[src/rtl/mlimb_adder.sv]
module mlimb_adder #(
  parameter int LANES  = 4,
  parameter int LIMB_W = 64,
  parameter int PAY_W  = 62
) (
  input  logic                      clk,
  input  logic                      rst_n,
  input  logic                      in_valid,
  output logic                      in_ready,
  input  logic                      in_first,
  input  logic                      in_last,
  input  logic [LANES*LIMB_W-1:0]   in_a,
  input  logic [LANES*LIMB_W-1:0]   in_b,
  output logic                      out_valid,
  input  logic                      out_ready,
  output logic [LANES*LIMB_W-1:0]   out_limbs,
  output logic                      out_any_carry,
  output logic [LANES-1:0]          out_overflow,
  output logic                      out_last
);
  localparam int VEC_W = LANES * LIMB_W;

  logic [LANES-1:0] carry_q, carry_d, cin;
  logic [VEC_W-1:0] sum_d;
  logic             accept;

  assign in_ready = !out_valid || out_ready;
  assign accept   = in_valid && in_ready;
  assign cin      = in_first ? '0 : carry_q;

  for (genvar l = 0; l < LANES; l++) begin : g_lane
    if (PAY_W < LIMB_W) begin : g_narrow
      logic [PAY_W:0] s;
      wire lane_unused = ^{in_a[l*LIMB_W+PAY_W +: LIMB_W-PAY_W],
                           in_b[l*LIMB_W+PAY_W +: LIMB_W-PAY_W]};
      assign s = {1'b0, in_a[l*LIMB_W +: PAY_W]} + {1'b0, in_b[l*LIMB_W +: PAY_W]}
               + {{PAY_W{1'b0}}, cin[l]};
      assign carry_d[l] = s[PAY_W];
      assign sum_d[l*LIMB_W +: LIMB_W] = {{(LIMB_W-PAY_W){1'b0}}, s[PAY_W-1:0]};
    end else begin : g_full
      logic [LIMB_W-1:0] a, b, s, c;
      assign a = in_a[l*LIMB_W +: LIMB_W];
      assign b = in_b[l*LIMB_W +: LIMB_W];
      assign s = a + b + {{(LIMB_W-1){1'b0}}, cin[l]};
      assign c = (a & b) | ((a ^ b) & ~s);
      assign carry_d[l] = c[LIMB_W-1];
      assign sum_d[l*LIMB_W +: LIMB_W] = s;
    end
  end

  always_ff @(posedge clk) begin
    if (!rst_n) begin
      out_valid     <= 1'b0;
      out_limbs     <= '0;
      out_any_carry <= 1'b0;
      out_overflow  <= '0;
      out_last      <= 1'b0;
      carry_q       <= '0;
    end else if (accept) begin
      out_valid     <= 1'b1;
      out_limbs     <= sum_d;
      out_any_carry <= |carry_d;
      out_overflow  <= in_last ? carry_d : '0;
      out_last      <= in_last;
      carry_q       <= carry_d;
    end else if (out_ready) begin
      out_valid     <= 1'b0;
    end
  end
endmodule

[config.mk]
export PLATFORM = sky130hd
export DESIGN_NAME = mlimb_adder
export DESIGN_NICKNAME = d
export VERILOG_FILES = /design/src/rtl/mlimb_adder.sv
export SDC_FILE = /design/constraint.sdc
export NUM_CORES = 1
export LEC_CHECK = 0
export BUFFER_PORTS_ARGS = -buffer_cell sky130_fd_sc_hd__buf_2
export CAP_MARGIN = 25
export CELL_PAD_IN_SITES_DETAIL_PLACEMENT = 0
export CELL_PAD_IN_SITES_GLOBAL_PLACEMENT = 1
export CORE_UTILIZATION = 25
export DETAILED_ROUTE_END_ITERATION = 10
export GPL_ROUTABILITY_DRIVEN = 0
export PLACE_DENSITY = 0.7
export REMOVE_ABC_BUFFERS = 1
export SLEW_MARGIN = 5
export SYNTH_ARGS = -nofsm -noshare
export SYNTH_HDL_FRONTEND = slang
export SYNTH_SLANG_ARGS = --single-unit
[constraint.sdc]
create_clock -name clk -period 9.9 [get_ports clk]
set_input_delay 0.99 -clock clk [delete_from_list [all_inputs] [get_ports clk]]
set_output_delay 0.99 -clock clk [all_outputs]
set_load 0.1 [all_outputs]
==> impl_metrics.tcl <==
set metrics [dict create \
    use_met1_pct 25.3 \
    tightestPinTransition_ns 0.967 \
    layout.nets 4538 \
    synth_common_cells "491 x nand2_1, 421 x a21oi_1, 259 x dfxtp_1, 244 x ha_1, 200 x nor2_1" \
    drc 0 \
    cts_root_buffer "clkbuf_16" \
    vias 25500 \
    synth-edff-count 0 \
    io_pins 782 \
    place_area_mm2 0.0278 \
    synth.area.top_cells "dfxtp_1 23%, ha_1 13%, a21oi_1 9.2%" \
    setup_ws_ns 5.11 \
    grt_use_met2_pct 38.1 \
    final.min_clock_period_ns 4.79 \
    via_per_inst 5.13 \
    ys_warn_count 0 \
    clkSinkCount 259 \
    mappedNetlistArea_mm2 0.0230 \
    clockBufferDepth 3 \
    grt_pass1_wl_um 154000 \
    cts.repair.resized 0 \
    rsz0062_at_grt "false" \
    wl_um 105000 \
    fin_util_pct 32.1 \
    pre_cts_slack_ns 4.57 \
    critPathArrivalTime_ns 5.21 \
    die_x_um 305 \
    initial_core_util_pct 25.4 \
    cp_max_fo 6 \
    dp_hpwl_um 85400 \
    drt_iter0_drc 1609 \
    syn2layout_area_growth_pct 26.3 \
    core_mm2 0.0906 \
    worstReg2RegStart "carry_q[1]" \
    yosysSeqAreaShare_pct 22.5 \
    htree_num_levels 2 \
    min_period_over_period_pct 48.4 \
    regToRegSetupSlack_ns 5.26 \
    setup_violations 0 \
    leakage_nw 13.8 \
    grt.total_usage_pct 21.5 \
    cts.clk_slew.worst_paths_ns 0.06 \
    hold_violations 0 \
    ys_ff_latch 259 \
    cts_tree "built" \
    endpoint_kind "flip-flop" \
    insertion_delay_ns 0.57 \
    max-vdd-ir-drop_mv 0.102 \
    startpoint_type "input pin" \
    design_area_mm2 0.0291 \
    synth.largest_area_cell "dfxtp_1" \
    required_ns 10.32 \
    ant_nets 0 \
    grt.busiest_layer "met2" \
    antenna_found_initial 21 \
    numCtsBuffers 38 \
    relSlewSlack_pct 35.6 \
    post-synth-top-count-cell "nand2_1" \
    endpoint "out_any_carry" \
    clock_skew_ns 0.0325 \
    die-height_um 305 \
    wl_per_cell_um 21.1 \
    port_buffers 757 \
    placementRows 110 \
    reg2regPathDepth 15 \
    setup_tns_ns 0 \
    synth_cells 3126 \
    hold_path.class "reg -> reg" \
    grt_pass1_vias 25000 \
    p_per_area_mw_per_mm2 173 \
    grt_max_degree 113 \
    max_freq_ghz 0.209 \
    drive_gt1_share_pct 23.3 \
    yosys.area.top_type_share_pct 22.5 \
    drv_cap 0 \
    async_flop_share_pct 0 \
    reg2reg_to "out_limbs[122]" \
    critical_path_class "in -> reg" \
    synth_ff_type "dfxtp_1" \
    syn_area_per_cell_um2 7.36 \
    status "finished clean" \
    finalMaxSlewViolations 0 \
    gr-usage-met3_pct 4.46 \
    cts_hold_buf 0 \
    drtPass1Iterations 7 \
    die_area_mm2 0.0933 \
    post_cts_buffers 0 \
    grt.overflow.total 0 \
    critPathLaunch "in_first" \
    ys_types 93 \
]
==> stage by stage <==
stage / hold slack (ns) / std cells / power, W
after floorplan: 0.437 / 2958 / 0.00300
after global placement: 0.432 / 4904 / 0.00358
after detailed placement: 0.438 / 4904 / 0.00358
after CTS: 0.448 / 4972 / 0.00508
after global routing: 0.460 / 4976 / 0.00528
final: 0.445 / 4981 / 0.00502
==> registers in the layout, summed over array words and instances (netlist names) <==
signal	count
carry_q	4
out_last	1
out_limbs	248
out_overflow	4
out_valid	1
out_any_carry	1
==> layout make-up <==
type	instances	area (um2)
clock inverter	16	141
multi-input combinational	2637	16900
sequential	259	5180
inverter	62	240
antenna	9	22.5
tap	1176	1470
timing repair buffer	770	3910
fill	10000	61500
clock buffer	52	1160
==> worst min-delay path by stage <==
stage / slack (ns) / start / endpoint / depth (start not counted)
2_1_floorplan: 0.44 / carry_q[0] / carry_q[0] / 2
3_3_place_gp: 0.43 / out_limbs[53] / out_limbs[53] / 2
3_5_place_dp: 0.44 / out_limbs[243] / out_limbs[243] / 2
4_1_cts: 0.45 / out_limbs[99] / out_limbs[99] / 2
5_1_grt: 0.46 / out_limbs[87] / out_limbs[87] / 2
6_report: 0.45 / out_limbs[181] / out_limbs[181] / 2
==> logic make-up (layout without fill, tap and decap cells) <==
kind of cell    count (synthesis)  after routing  synth area share, %
fa+ha+maj                     252            252                 14.0
mux                            14             14                0.609
compound gates               1127           1127                 30.6
other cells                     1             17               0.0163
xor+xnor                      215            215                 8.18
buf+inv                       237            900                 4.06
simple gates                 1021           1021                 20.1
flops                         259            259                 22.5
==> power by group <==
part / internal [W] / leakage, nW / switching [W]
clock network: 0.000869 / 0.644 / 0.000586
logic: 0.000634 / 11.0 / 0.00172
registers: 0.00115 / 2.13 / 0.0000592
total: 0.00266 / 13.8 / 0.00236
==> placed cells by master, fill, tap and decap left out, types with 8 or more instances in the layout <==
cell	Yosys	layout
xnor2_1	140	140
buf_2	8	757
o21bai_1	34	34
a211oi_1	40	40
nand2_1	491	489
xor2_1	75	75
nand3_1	76	76
nor2b_1	18	18
clkinv_2	0	10
o211ai_1	16	16
nor3_1	28	28
nor4_1	11	11
ha_1	244	244
mux2i_1	14	14
or3_1	19	19
nor2_1	200	198
a21oi_1	421	421
diode_2	0	9
buf_4	9	11
o21ai_1	39	39
o21a_1	26	26
nand2b_1	25	25
nor3b_1	10	10
a21o_1	182	182
fa_1	8	8
and2_1	26	26
nand4_1	56	56
o21ai_0	197	197
and4_1	10	10
a21boi_0	11	11
clkbuf_16	0	41
a31oi_1	38	38
and3_1	17	17
clkbuf_8	0	9
dfxtp_1	259	259
inv_1	62	61
o31ai_1	14	14
conb_1	1	8
==> critical path: stages <==
cell and delay, ns:
buf_2 0.24, nand2b_1 0.17, fa_1 0.32, inv_1 0.09
fa_1 0.43, a211oi_1 0.25, nor2_1 0.11, o22a_1 0.23
o21ai_2 0.34, a311oi_1 0.31, a41o_1 0.46, a311oi_2 0.42
o21ai_1 0.14, a21o_1 0.22, a211oi_1 0.33, a31oi_1 0.11
==> per-layer routing <==
| layer | vias up | wire length (um) | share of wire, % |
|---|---|---|---|
| met2 | 817 | 51000 | 49 |
| met4 | 18 | 3830 | 3.6 |
| li1 | 12600 | - | - |
| met5 | - | 112 | 0.11 |
| met3 | 172 | 7070 | 6.7 |
| met1 | 11900 | 43000 | 41 |
Note: power is estimated with default switching activity, not from simulation.
